[config.mk]
export PLATFORM = sky130hd
export DESIGN_NAME = spi_sclk_divider
export DESIGN_NICKNAME = d
export VERILOG_FILES = /design/src/rtl/spi_div_pkg.sv /design/src/rtl/spi_div_cfg.sv /design/src/rtl/spi_div_count.sv /design/src/rtl/spi_div_edge.sv /design/src/rtl/spi_sclk_divider.sv
export SDC_FILE = /design/constraint.sdc
export NUM_CORES = 1
export LEC_CHECK = 0
export CAP_MARGIN = 5
export CORE_ASPECT_RATIO = 1.2
export CORE_MARGIN = 2
export CORE_UTILIZATION = 55
export CTS_CLUSTER_DIAMETER = 50
export DETAILED_ROUTE_END_ITERATION = 16
export DONT_BUFFER_PORTS = 1
export GPL_ROUTABILITY_DRIVEN = 0
export PLACE_DENSITY = 0.72
export SLEW_MARGIN = 10
export SYNTH_ARGS = -nofsm -noshare
export SYNTH_HDL_FRONTEND = slang
export SYNTH_SLANG_ARGS = --single-unit
[constraint.sdc]
create_clock -name clk -period 1.8 [get_ports clk]
set_clock_uncertainty 0.15 [all_clocks]
set_input_delay 0.27 -clock clk [delete_from_list [all_inputs] [get_ports clk]]
set_output_delay 0.27 -clock clk [all_outputs]
set_load 0.01 [all_outputs]
[src/rtl/spi_div_pkg.sv]
package spi_div_pkg;

    // Default field widths of the configuration word
    localparam int unsigned DEF_EXP_W = 4;
    localparam int unsigned DEF_LIN_W = 8;

    typedef enum logic {
        DIV_POW2 = 1'b0,
        DIV_LIN  = 1'b1
    } div_mode_e;

    // Edge events produced for the shifter
    typedef struct packed {
        logic lead;
        logic trail;
        logic lvl;
    } sclk_evt_t;

    // Counter width able to hold the largest half-period minus one
    function automatic int unsigned cnt_width(input int unsigned exp_w,
                                              input int unsigned lin_w);
        int unsigned pw;
        pw = (1 << exp_w) - 1;
        return (pw > lin_w) ? pw : lin_w;
    endfunction

endpackage

[src/rtl/spi_div_cfg.sv]
module spi_div_cfg
    import spi_div_pkg::*;
#(
    parameter int unsigned EXP_W = DEF_EXP_W,
    parameter int unsigned LIN_W = DEF_LIN_W,
    parameter int unsigned CNT_W = cnt_width(EXP_W, LIN_W)
) (
    input  logic                     clk,
    input  logic                     rst,
    input  logic                     run,
    input  logic [EXP_W+LIN_W:0]     div_cfg,
    output logic [CNT_W-1:0]         half_m1
);
    localparam int unsigned SEL_BIT = EXP_W + LIN_W;

    div_mode_e          mode_f;
    logic [EXP_W-1:0]   exp_f;
    logic [LIN_W-1:0]   lin_f;
    logic [CNT_W-1:0]   pow_m1;
    logic [CNT_W-1:0]   half_m1_d;

    assign mode_f = div_mode_e'(div_cfg[SEL_BIT]);
    assign exp_f  = div_cfg[SEL_BIT-1:LIN_W];
    assign lin_f  = div_cfg[LIN_W-1:0];

    // 2^N - 1 as a mask of N low ones
    always_comb begin
        for (int i = 0; i < int'(CNT_W); i++) begin
            pow_m1[i] = (i < int'(exp_f));
        end
    end

    always_comb begin
        unique case (mode_f)
            DIV_POW2: half_m1_d = pow_m1;
            DIV_LIN:  half_m1_d = CNT_W'(lin_f);
            default:  half_m1_d = '0;
        endcase
    end

    // Capture only while idle
    always_ff @(posedge clk) begin
        if (rst) begin
            half_m1 <= '0;
        end else if (!run) begin
            half_m1 <= half_m1_d;
        end
    end

endmodule

[src/rtl/spi_div_count.sv]
module spi_div_count #(
    parameter int unsigned CNT_W = 15
) (
    input  logic             clk,
    input  logic             rst,
    input  logic             run,
    input  logic [CNT_W-1:0] half_m1,
    output logic [CNT_W-1:0] cnt,
    output logic             wrap
);
    assign wrap = run && (cnt == half_m1);

    always_ff @(posedge clk) begin
        if (rst || !run) begin
            cnt <= '0;
        end else if (wrap) begin
            cnt <= '0;
        end else begin
            cnt <= cnt + 1'b1;
        end
    end

endmodule

[src/rtl/spi_div_edge.sv]
module spi_div_edge
    import spi_div_pkg::*;
(
    input  logic      clk,
    input  logic      rst,
    input  logic      run,
    input  logic      wrap,
    output sclk_evt_t evt
);
    always_ff @(posedge clk) begin
        if (rst || !run) begin
            evt <= '0;
        end else begin
            evt.lead  <= wrap && !evt.lvl;
            evt.trail <= wrap &&  evt.lvl;
            if (wrap) begin
                evt.lvl <= !evt.lvl;
            end
        end
    end

endmodule

[src/rtl/spi_sclk_divider.sv]
module spi_sclk_divider
    import spi_div_pkg::*;
#(
    parameter int unsigned EXP_W = DEF_EXP_W,
    parameter int unsigned LIN_W = DEF_LIN_W
) (
    input  logic                 clk,
    input  logic                 rst,
    input  logic                 run,
    input  logic [EXP_W+LIN_W:0] div_cfg,
    output logic                 lead_tick,
    output logic                 trail_tick,
    output logic                 sclk_lvl
);
    localparam int unsigned CNT_W = cnt_width(EXP_W, LIN_W);

    logic [CNT_W-1:0] half_m1;
    logic [CNT_W-1:0] cnt;
    logic             wrap;
    sclk_evt_t        evt;

    spi_div_cfg #(
        .EXP_W (EXP_W),
        .LIN_W (LIN_W),
        .CNT_W (CNT_W)
    ) u_cfg (
        .clk     (clk),
        .rst     (rst),
        .run     (run),
        .div_cfg (div_cfg),
        .half_m1 (half_m1)
    );

    spi_div_count #(
        .CNT_W (CNT_W)
    ) u_cnt (
        .clk     (clk),
        .rst     (rst),
        .run     (run),
        .half_m1 (half_m1),
        .cnt     (cnt),
        .wrap    (wrap)
    );

    spi_div_edge u_edge (
        .clk  (clk),
        .rst  (rst),
        .run  (run),
        .wrap (wrap),
        .evt  (evt)
    );

    assign lead_tick  = evt.lead;
    assign trail_tick = evt.trail;
    assign sclk_lvl   = evt.lvl;

endmodule

After elaboration in Yosys (flattened, before gate mapping)
Index checks and enable logic that the tools add are counted.
{"block": "op_classes", "addsub": 1, "order_cmp": 15, "n_eq_ne": 1, "n_mux": 1, "n_bitwise": 1, "n_reduce_logical": 7}
{"operator": "$pmux 15 s2", "count": 1}
{"operator": "$lt 4x4->1 const A", "count": 7}
{"operator": "$lt 3x4->1 const A", "count": 4}
{"operator": "$add 15x1->15 const B", "count": 1}
{"operator": "$eq 15x15->1", "count": 1}
{"operator": "$lt 1x4->1 const A", "count": 2}
{"operator": "$lt 2x4->1 const A", "count": 2}
{"operator": "$logic_and 1x1->1", "count": 3}
{"operator": "$logic_not 1->1", "count": 2}
{"operator": "$reduce_or 2->1", "count": 1}
{"operator": "$logic_or 1x1->1", "count": 1}
{"operator": "$not 1->1", "count": 1}
{"block": "word_totals", "register_bits": 33, "inputBits": 16, "out_inout_bits": 3, "wordCells": 31}

Logic depth before layout (Yosys ltp)
Gate-level depths: netlist of run 1.
{"block": "logic_depth", "depth_word": 3, "ltp_mapped": 6, "ltp_nobuf": 4}

Modules after synthesis
A second synthesis of run 1 with hierarchy kept.
{"block": "unflattened", "cells_unflattened": 172, "hier_area_um2": 1614.0}
{"module": "spi_div_count", "n_inst": 1, "cells_per_inst": 93, "area_per_inst_um2": 867.1, "seq_area_each_um2": 300.3}
{"module": "spi_div_cfg", "n_inst": 1, "cells_per_inst": 72, "area_per_inst_um2": 643.1, "seq_area_each_um2": 300.3}
{"module": "spi_div_edge", "n_inst": 1, "cells_per_inst": 7, "area_per_inst_um2": 103.8, "seq_area_each_um2": 60.1}

Worst setup path before layout of run 1
OpenSTA, ideal clock, no wires.
{"block": "synth_path", "kind": "reg2reg", "startpoint": "register u_cnt.cnt[5]", "endpoint": "register u_cnt.cnt[10]", "setup_time_ps": 132, "t_arrival_ps": 1434, "required_time_ps": 1518, "slack_ps": 84, "path_stages_with_launch": 7, "n_path_buf": 2, "synth_period_minus_slack_ps": 1716, "cell_sequence": "dfxtp_1 buf_6 xnor2_2 nand4_1 nor4_4 buf_6 nor3_1"}
{"block": "synth_between", "elab_chain_len": 3, "elab_cells_between_ends": 4, "classes_between": "1 x add/sub; 1 x eq/ne; 2 x reduce/logical"}
{"element": "start, declared", "line": "spi_div_count.sv:8", "source": "output logic [CNT_W-1:0] cnt,"}
{"element": "start signal, assigned", "line": "spi_div_count.sv:19", "source": "cnt <= cnt + 1'b1;"}
{"element": "branches (longest 3 deep; another with $add 15x1->15)"}
Several ways; the timed one is not identified.
A chain may end at the register's enable or synchronous reset.

==> results of run 1 <==
[what timing repair did]
action                                  4_1_cts  5_1_grt
resized for setup                             0        7
endpoints found under the setup margin        0       14
endpoints found under the hold margin        15        0
hold buffers                                  8        0
buffers inserted                              0        0
[metal layers]
metal	vias to the layer above	track usage	wire, um
met5	-	0	0
li1	664	-	-
met2	36	0.398	1820
met3	6	0.0701	133
met4	0	0.0705	38
met1	627	0.276	1490
[metrics by stage]
step	hold WS [ns]	utilization	total power [mW]	setup slack (ns)	cell area (um2)
after detailed placement	0.196	0.598	0.894	0.0373	1680
after global routing	0.00385	0.657	1.43	0.00638	1850
after CTS	0.00666	0.652	1.38	0.00951	1830
after global placement	0.193	0.598	0.891	0.113	1680
final	0.0190	0.657	1.37	0.0783	1850
after floorplan	0.275	-	0.891	0.0837	1640
[worst min path at each step]
stage          startpoint                              to  slack, ns  cells past startpoint
6_report              run   u_cfg.half_m1[7]$_SDFFE_PP0N_       0.02                      3
5_1_grt               run   u_cfg.half_m1[7]$_SDFFE_PP0N_      0.004                      3
4_1_cts               run   u_cfg.half_m1[7]$_SDFFE_PP0N_      0.007                      3
3_5_place_dp          rst   u_cfg.half_m1[2]$_SDFFE_PP0N_       0.20                      1
3_3_place_gp          rst   u_cfg.half_m1[3]$_SDFFE_PP0N_       0.19                      1
2_1_floorplan  div_cfg[8]  u_cfg.half_m1[12]$_SDFFE_PP0N_       0.27                      2
[worst max-delay path, delay by kind of cell]
family / cells / cell delay, ns
AO/OA/AOI/OAI: 1 / 0.16
buffers and inverters: 1 / 0.68
AND/OR/NAND/NOR: 2 / 0.72
[logic make-up after synthesis]
group | after synthesis | share of synthesized area
buf+inv | 17 | 0.0504
simple gates | 75 | 0.260
flops | 33 | 0.403
xor+xnor | 24 | 0.133
fa+ha+maj | 1 | 0.00763
compound gates | 28 | 0.122
mux | 4 | 0.0244
[power breakdown]
part | switching [mW] | internal (mW) | total, mW
clock | 0.240 | 0.226 | 0.466
sequential | 0.0178 | 0.750 | 0.768
combinational | 0.0683 | 0.0659 | 0.134
total | 0.326 | 1.04 | 1.37
[final cells by class]
cell class                 count  area, um2  share of cell area
clock buffer                   7       65.1              0.0352
tap                           34       42.5              0.0230
inverter                       4       15.0             0.00813
multi-input combinational    132        902               0.488
sequential                    33        666               0.360
clock inverter                 1       5.00             0.00271
timing repair buffer          17        151              0.0820
[sequential cells by signal (all words and copies together) (netlist names)]
name / cells
u_edge.evt: 3
u_cnt.cnt: 15
u_cfg.half_m1: 15
[cells in the final DEF (no fill, tap or decap), types with 2 or more instances in the layout]
cell,n
a22o_1,2
a211oi_2,3
nor3_1,13
mux2i_1,4
clkbuf_8,2
nand4_1,9
and3_2,2
nand2_1,14
clkbuf_4,5
a21oi_1,7
nand3b_1,2
inv_1,3
nor2b_1,3
xor2_1,8
dlygate4sd3_1,8
o21ai_1,5
dfxtp_2,4
buf_4,8
dfxtp_1,29
nor2_1,12
o21ai_0,2
xnor2_1,15
nand2b_1,2
a221oi_1,3
nand3_1,3
or4_1,3
o31ai_1,3
==> key figures, run 1 <==
Outcome
  • Status: finished clean

Logic synthesis
  • Syn Std Cell Area: 1640 um2
  • Post-synth top area cell: dfxtp_1
  • Part of the Yosys area used for sequential elements: 0.403
  • Top-count cell post-synth: dfxtp_1
  • Synth Flop Type: dfxtp_1
  • Mapped Nets: 199
  • Asr flop ratio synth: 0
  • Synthesized area per cell: roughly 9 um2
  • Distinct cell type count after synthesis: 42
  • EDFF count, synth: 0
  • Cells after Synth: 182
  • Yosys warns: 0
  • Top cells by area, synth: dfxtp_1 40%, xnor2_1 8.0%, xor2_1 4.3%
  • Synth top cells by count: 33 x dfxtp_1, 15 x xnor2_1, 14 x nand2_1
  • Top cell type's share of synthesized area: 0.403
  • Number of synthesized register bits: 33

Layout
  • Fillers: roughly 220
  • Net count, final: 210
  • N_diodes: 0
  • Post-Layout Cell Count: about 230
  • Share of layout cells above drive strength 1: 0.170
  • Layout Area Growth over Synthesis: 12.7%

Critical path
  • Data arrival, critical path: roughly 1.8 ns
  • R2r endpoint: u_cnt.cnt[14]$_SDFF_PP0_
  • Setup crit end: u_cfg.half_m1[14]$_SDFFE_PP0N_
  • Critical-path cell list: dlygate4sd3_1 > nor4b_2 > nand2_1 > o21ai_1
  • Crit. End Element: flop
  • Crit. Startpoint: run
  • Worst-path fanout max: 11
  • Max incr delay on CP: between 0.6 and 0.7 ns
  • Reg2Reg Depth: 4
  • CP max stage cell: dlygate4sd3_1
  • CP Launch Type: input pin
  • CP Class: input pin to flop
  • FF-to-FF Start: u_cnt.cnt[9]$_SDFF_PP0_
  • Reg2reg setup slack: 0.08 ns
  • Worst Path Required: 1.91 ns

Clock network
  • Root Buffer: clkbuf_4
  • Num CTS Buffers: 5
  • Worst-skew pair later-pin latency: 0.32 ns
  • H-tree depth: 2
  • CTS tree: yes
  • Clk pin slew, worst setup/hold paths: about 0.10 ns
  • Clk buf depth: 2
  • CTS sink cnt: 33

GRT
  • Largest net degree at the start of global routing: 17
  • GR Overflow Total: 0
  • Total GRT Usage: 0.235
  • Global-route wire length before repair: 5880 um
  • Vias in the first global route: approximately 1,300
  • Initial antenna violation count: 0

Routing
  • Vias per cell: 5.85
  • DRC errors left: 0
  • Vias: 1,333
  • Final ANT Viol Nets: 0
  • Drt first pass iters: 4
  • Drt first-iter violations: 24
  • Detailed Route WL: 3480 um
  • WL per Instance: 15.3 um

Floorplan
  • Core area: roughly 2800 um2
  • Initial Utilization: 0.583
  • Die area: 3430 um2
  • # rows: 21
  • Die Span Y: roughly 64 um
  • Total I/O pin count: 19
  • Die width: 53.8 um

Power
  • Leak: 0.644 nW
  • Peak VDD IR: around 570 uV
  • Cell area power density: 741 nW/um2

Timing
  • Worst Tran Pin Value: 0.690 ns
  • Setup TNS: 0 ns
  • RSZ-0062 raised after global routing: no
  • Final Critical Period: 1.72 ns
  • Fmax: 0.581 GHz
  • # setup viols final: 0
  • Fin. max-slew vios: 0
  • Hold Fails Final Rpt: 0
  • Slew margin rel.: 0.540
  • Final period util: 0.956

Job
  • MaxCap Viol Count: 0

Placement
  • Placed cells: 212
  • Port buffer count: 0
  • Dpl hpwl: 2550 um

Hold path
  • Worst min path class: input pin to flop
Note: power is estimated with default switching activity, not from simulation.
==> run 2, diff against run 1 <==
--- a/config.mk
+++ b/config.mk
@@ -12,7 +12,6 @@
 export CTS_CLUSTER_DIAMETER = 50
 export DETAILED_ROUTE_END_ITERATION = 16
 export DONT_BUFFER_PORTS = 1
-export GPL_ROUTABILITY_DRIVEN = 0
 export PLACE_DENSITY = 0.72
 export SLEW_MARGIN = 10
 export SYNTH_ARGS = -nofsm -noshare
==> constraint.sdc (replaced) <==
create_clock -name clk -period 1.8 [get_ports clk]
set_clock_uncertainty 0.15 [all_clocks]
set_input_delay 0.27 -clock clk [delete_from_list [all_inputs] [get_ports clk]]
set_output_delay 0.27 -clock clk [all_outputs]
set_load 0.1 [all_outputs]
==> key figures, run 2 (synthesis gave the netlist of run 1 again) <==
Outcome
  • Status: finished clean

GRT
  • Vias in the first global route: 1,327
  • Initial antenna violation count: 0
  • Global-route wire length before repair: 5820 um
  • Largest net degree at the start of global routing: 17
  • Total GRT Usage: 0.230
  • GR Overflow Total: 0

Routing
  • Detailed Route WL: 3360 um
  • DRC errors left: 0
  • Vias per cell: around 6
  • Vias: 1,355
  • WL per Instance: 14.6 um
  • Drt first-iter violations: 28
  • Drt first pass iters: 4
  • Final ANT Viol Nets: 0

Floorplan
  • Die Span Y: approximately 64 um
  • Core area: about 2800 um2
  • Total I/O pin count: 19
  • # rows: 21
  • Die area: ~3400 um2
  • Initial Utilization: 0.583
  • Die width: 53.8 um

Layout
  • Commonest non-fill, non-tap cell in the layout: dfxtp_1
  • Fillers: 201
  • N_diodes: 0
  • Layout Area Growth over Synthesis: 15.1%
  • Largest registers: u_cfg.half_m1 (15), u_cnt.cnt (15), u_edge.evt (3)
  • Most frequent cells in the layout: 30 x dfxtp_1, 14 x xnor2_1, 14 x nand2_1
  • Net count, final: 212
  • Share of layout cells above drive strength 1: 0.168
  • Fin area: 1890 um2

Critical path
  • R2r endpoint: u_cnt.cnt[13]$_SDFF_PP0_
  • Reg2Reg Depth: 4
  • Max incr delay on CP: 0.54 ns
  • CP Launch Type: flop
  • Data arrival, critical path: 1.81 ns
  • Reg2reg setup slack: 0.10 ns
  • Crit. End Element: flop
  • CP Class: flop to flop
  • CP max stage cell: or4_1
  • Critical-path cell list: and4_1 > nand2_2 > or4_1 > a211oi_2
  • Worst-path fanout max: 8
  • FF-to-FF Start: u_cnt.cnt[9]$_SDFF_PP0_
  • Worst Path Required: around 1.9 ns

Timing
  • Fmax: 0.588 GHz
  • Final period util: 0.944
  • Setup TNS: 0 ns
  • Hold Fails Final Rpt: 0
  • Worst Tran Pin Value: about 0.7 ns
  • Slew margin rel.: 0.533
  • Final Critical Period: approximately 1.7 ns
  • # setup viols final: 0
  • RSZ-0062 raised after global routing: no
  • Fin. max-slew vios: 0

Clock network
  • CTS tree: yes
  • Root Buffer: clkbuf_4
  • Num CTS Buffers: 5
  • CTS sink cnt: 33
  • H-tree depth: 2
  • Worst-skew pair later-pin latency: 0.34 ns
  • Postcts setup bufs: 0
  • Clk buf depth: 2
  • Clk pin slew, worst setup/hold paths: 0.11 ns

Power
  • Cell area power density: 792 nW/um2
  • Leak: 0.665 nW
  • Peak VDD IR: 727 uV

Hold path
  • Hold Path Sink: u_cfg.half_m1[10]$_SDFFE_PP0N_
  • Worst hold path depth: 2
  • Worst min path class: input pin to flop
  • Min-delay src: div_cfg[10]

Placement
  • Placer Congestion: 0.868
  • Dpl hpwl: approximately 2500 um
  • Post-place instance area: 1700 um2
  • Port buffer count: 0

Job
  • MaxCap Viol Count: 0
run 2: how the worst max path moves through the flow:
stage,startpoint,end,slack [ns],cells after the start
final,u_cnt.cnt[9]$_SDFF_PP0_,u_cnt.cnt[13]$_SDFF_PP0_,0.10,4
after global routing,u_cnt.cnt[3]$_SDFF_PP0_,u_edge.evt[0]$_SDFFE_PP0P_,0.02,5
after CTS,u_cnt.cnt[2]$_SDFF_PP0_,u_cnt.cnt[13]$_SDFF_PP0_,0.04,4
after detailed placement,u_cnt.cnt[2]$_SDFF_PP0_,u_cnt.cnt[13]$_SDFF_PP0_,0.06,4
after global placement,u_cnt.cnt[0]$_SDFF_PP0_,u_cnt.cnt[9]$_SDFF_PP0_,0.11,5
after floorplan,u_cnt.cnt[5]$_SDFF_PP0_,u_cnt.cnt[10]$_SDFF_PP0_,0.08,6
run 2: where the power goes:
| part | switching [mW] | total (mW) | internal, mW | leakage, nW |
|---|---|---|---|---|
| registers | 0.0174 | 0.767 | 0.750 | 0.270 |
| clock network | 0.249 | 0.581 | 0.332 | 0.0455 |
| logic | 0.0776 | 0.146 | 0.0685 | 0.349 |
| total | 0.344 | 1.49 | 1.15 | 0.665 |
run 2: routing by layer:
metal,global-route usage,share of wire,vias to the layer above
met5,0,0,-
met4,0.0897,0.024,0
met3,0.0724,0.036,8
met2,0.360,0.50,28
li1,-,-,674
met1,0.287,0.44,645
run 2: critical path: cells and delay by family, from the launching register on:
family | cells | cell delay (ns)
AND/OR/NAND/NOR | 3 | 0.88
flip-flops | 1 | 0.37
AO/OA/AOI/OAI | 1 | 0.22
run 2: repair_timing:
| item | 4_1_cts | 5_1_grt |
|---|---|---|
| setup endpoints to repair | 0 | 17 |
| hold buffers | 8 | 0 |
| resized for setup | 0 | 7 |
| endpoints found under the hold margin | 15 | 0 |
run 2: final cells by class:
| type | instances | area (um2) | area share |
|---|---|---|---|
| multi-input cells | 132 | 913 | 0.484 |
| well taps | 34 | 42.5 | 0.0225 |
| clock inverters | 1 | 30.0 | 0.0159 |
| repair buffers | 19 | 166 | 0.0882 |
| clock buffers | 7 | 55.1 | 0.0292 |
| inverters | 4 | 15.0 | 0.00796 |
| flip-flops and latches | 33 | 664 | 0.352 |
run 2: stage by stage:
step	instances	total power [mW]	utilization	hold slack, ns	worst slack (ns)
final	230	1.49	0.671	0.0140	0.101
after global routing	230	1.55	0.671	0.0252	0.0160
after global placement	214	0.900	0.603	0.193	0.111
after detailed placement	214	0.903	0.603	0.196	0.0621
after floorplan	182	0.898	-	0.275	0.0837
after CTS	230	1.50	0.662	0.00492	0.0358
==> run 3, diff against run 2 <==
--- a/config.mk
+++ b/config.mk
@@ -6,7 +6,7 @@
 export NUM_CORES = 1
 export LEC_CHECK = 0
 export CAP_MARGIN = 5
-export CORE_ASPECT_RATIO = 1.2
+export CORE_ASPECT_RATIO = 0.5
 export CORE_MARGIN = 2
 export CORE_UTILIZATION = 55
 export CTS_CLUSTER_DIAMETER = 50
==> key figures, run 3 (synthesis gave the netlist of run 1 again) <==
Outcome
  • Status: finished clean

Hold path
  • Worst min path class: input pin to flop

Placement
  • Port buffer count: 0
  • Placer Congestion: slightly below 0.9
  • Dpl hpwl: 2570 um

Critical path
  • Crit. Startpoint: u_cnt.cnt[9]$_SDFF_PP0_
  • Worst Path Required: 1.85 ns
  • Data arrival, critical path: 1.78 ns
  • Worst-path fanout max: 8
  • CP Launch Type: flop
  • Reg2reg setup slack: 0.07 ns
  • R2r endpoint: u_cnt.cnt[14]$_SDFF_PP0_
  • Setup crit end: u_cnt.cnt[14]$_SDFF_PP0_
  • FF-to-FF Start: u_cnt.cnt[9]$_SDFF_PP0_
  • Crit. End Element: flop
  • Reg2Reg Depth: 4
  • CP Class: flop to flop

Layout
  • Most frequent cells in the layout: 31 x dfxtp_1, 15 x xnor2_1, 14 x nand2_1
  • Share of layout cells above drive strength 1: 0.164
  • Layout Area Growth over Synthesis: 13.8%
  • N_diodes: 0
  • Net count, final: 212
  • Commonest non-fill, non-tap cell in the layout: dfxtp_1
  • Fillers: 227
  • Register area: 663 um2
  • Largest registers: u_cfg.half_m1 (15), u_cnt.cnt (15), u_edge.evt (3)
  • Area of the multi-input gates: 897 um2

Floorplan
  • Die area: 3460 um2
  • Initial Utilization: 0.603
  • Total I/O pin count: 19
  • # rows: 13
  • Die width: slightly above 80 um
  • Core area: 2720 um2
  • Die Span Y: ~43 um

GRT
  • Initial antenna violation count: 0
  • Global-route wire length before repair: 5820 um
  • GR Overflow Total: 0
  • Largest net degree at the start of global routing: 17
  • Vias in the first global route: 1,236
  • Total GRT Usage: 0.230

Timing
  • Final Critical Period: roughly 1.7 ns
  • # setup viols final: 0
  • Hold Fails Final Rpt: 0
  • Slew margin rel.: 0.536
  • Final period util: 0.959
  • RSZ-0062 raised after global routing: no
  • Setup TNS: 0 ns
  • Fmax: slightly below 0.6 GHz
  • Worst Tran Pin Value: 0.696 ns
  • Hold Worst Slack: 0.00769 ns
  • Fin. max-slew vios: 0

Power
  • Sw Share: 0.238
  • Leak: around 0.65 nW
  • Clk pwr share: 0.382
  • Net Switching: roughly 0.35 mW
  • Combinational Power Share: 0.095
  • Sequential Power Share: 0.523
  • Peak VDD IR: ~430 uV
  • Cell area power density: 787 nW/um2
  • Internal Power: 1.12 mW

Routing
  • WL per Instance: 15.6 um
  • Drt first pass iters: 4
  • Drt first-iter violations: 94
  • Vias per cell: 5.91
  • Vias: 1,371
  • DRC errors left: 0
  • Final ANT Viol Nets: 0
  • Detailed Route WL: 3630 um

Clock network
  • CTS tree: yes
  • Root Buffer: clkbuf_8
  • Num CTS Buffers: 5
  • Clk buf depth: 2
  • H-tree depth: 2
  • CTS sink cnt: 33
  • Clk pin slew, worst setup/hold paths: approximately 0.06 ns
  • Postcts setup bufs: 0
  • Worst-skew pair later-pin latency: between 0.2 and 0.3 ns

Job
  • MaxCap Viol Count: 0
[run 3: changes by cell type in the layout (fill, tap and decap cells not counted), moves of 2 or more]
cell | before | now
clkbuf_8 | 1 | 6
clkbuf_4 | 5 | 0
buf_4 | 10 | 13
dlygate4sd3_1 | 8 | 6
[run 3: cell type report]
| class | instances | share of cell area |
|---|---|---|
| well taps | 37 | 0.0248 |
| inverters | 4 | 0.00805 |
| multi-input cells | 132 | 0.481 |
| repair buffers | 19 | 0.0845 |
| flip-flops and latches | 33 | 0.355 |
| clock buffers | 7 | 0.0463 |
[run 3: power groups by stage]
stage               Combinational, mW  Sequential [mW]  Clock [mW]
floorplan                       0.112            0.786           0
global placement                0.120            0.784           0
detailed placement              0.123            0.785           0
CTS                             0.139            0.768       0.568
global route                    0.152            0.770       0.604
finish                          0.139            0.769       0.561
[run 3: how the worst min path moves through the flow]
stage / start / endpoint / slack, ns / depth (start not counted)
after floorplan: div_cfg[8] / u_cfg.half_m1[12]$_SDFFE_PP0N_ / 0.27 / 2
after global placement: rst / u_cfg.half_m1[1]$_SDFFE_PP0N_ / 0.19 / 1
after detailed placement: rst / u_cfg.half_m1[1]$_SDFFE_PP0N_ / 0.20 / 1
after CTS: div_cfg[8] / u_cfg.half_m1[14]$_SDFFE_PP0N_ / 0.0006 / 2
after global routing: div_cfg[8] / u_cfg.half_m1[12]$_SDFFE_PP0N_ / 0.02 / 2
final: div_cfg[8] / u_cfg.half_m1[14]$_SDFFE_PP0N_ / 0.008 / 2
[run 3: per-stage QoR]
step	cell area, um2	util	power (mW)	std cells	setup slack (ns)
6_report	1870	0.687	1.47	232	0.0745
5_1_grt	1870	0.687	1.53	232	0.00521
4_1_cts	1860	0.685	1.48	232	0.0538
3_5_place_dp	1720	0.632	0.908	219	0.0701
3_3_place_gp	1720	0.632	0.904	219	0.115
2_1_floorplan	1640	-	0.898	182	0.0837
[run 3: routing by layer]
metal | GRT usage | share of wire | vias to the layer above
met3 | 0.0603 | 0.066 | 10
met2 | 0.324 | 0.41 | 56
met5 | 0 | 0 | -
met4 | 0.102 | 0.022 | 0
li1 | - | - | 672
met1 | 0.329 | 0.50 | 633
[run 3: critical path, stage by stage, from the launching register on]
cell,delay [ns]
dfxtp_1,0.38
and4_1,0.25
nand2_2,0.12
or4_1,0.53
a211oi_2,0.22
[run 3: repair_timing]
action / CTS / global route
endpoints found under the hold margin: 12 / 0
resized for setup: 0 / 3
hold buffers: 6 / 0
endpoints found under the setup margin: 0 / 3
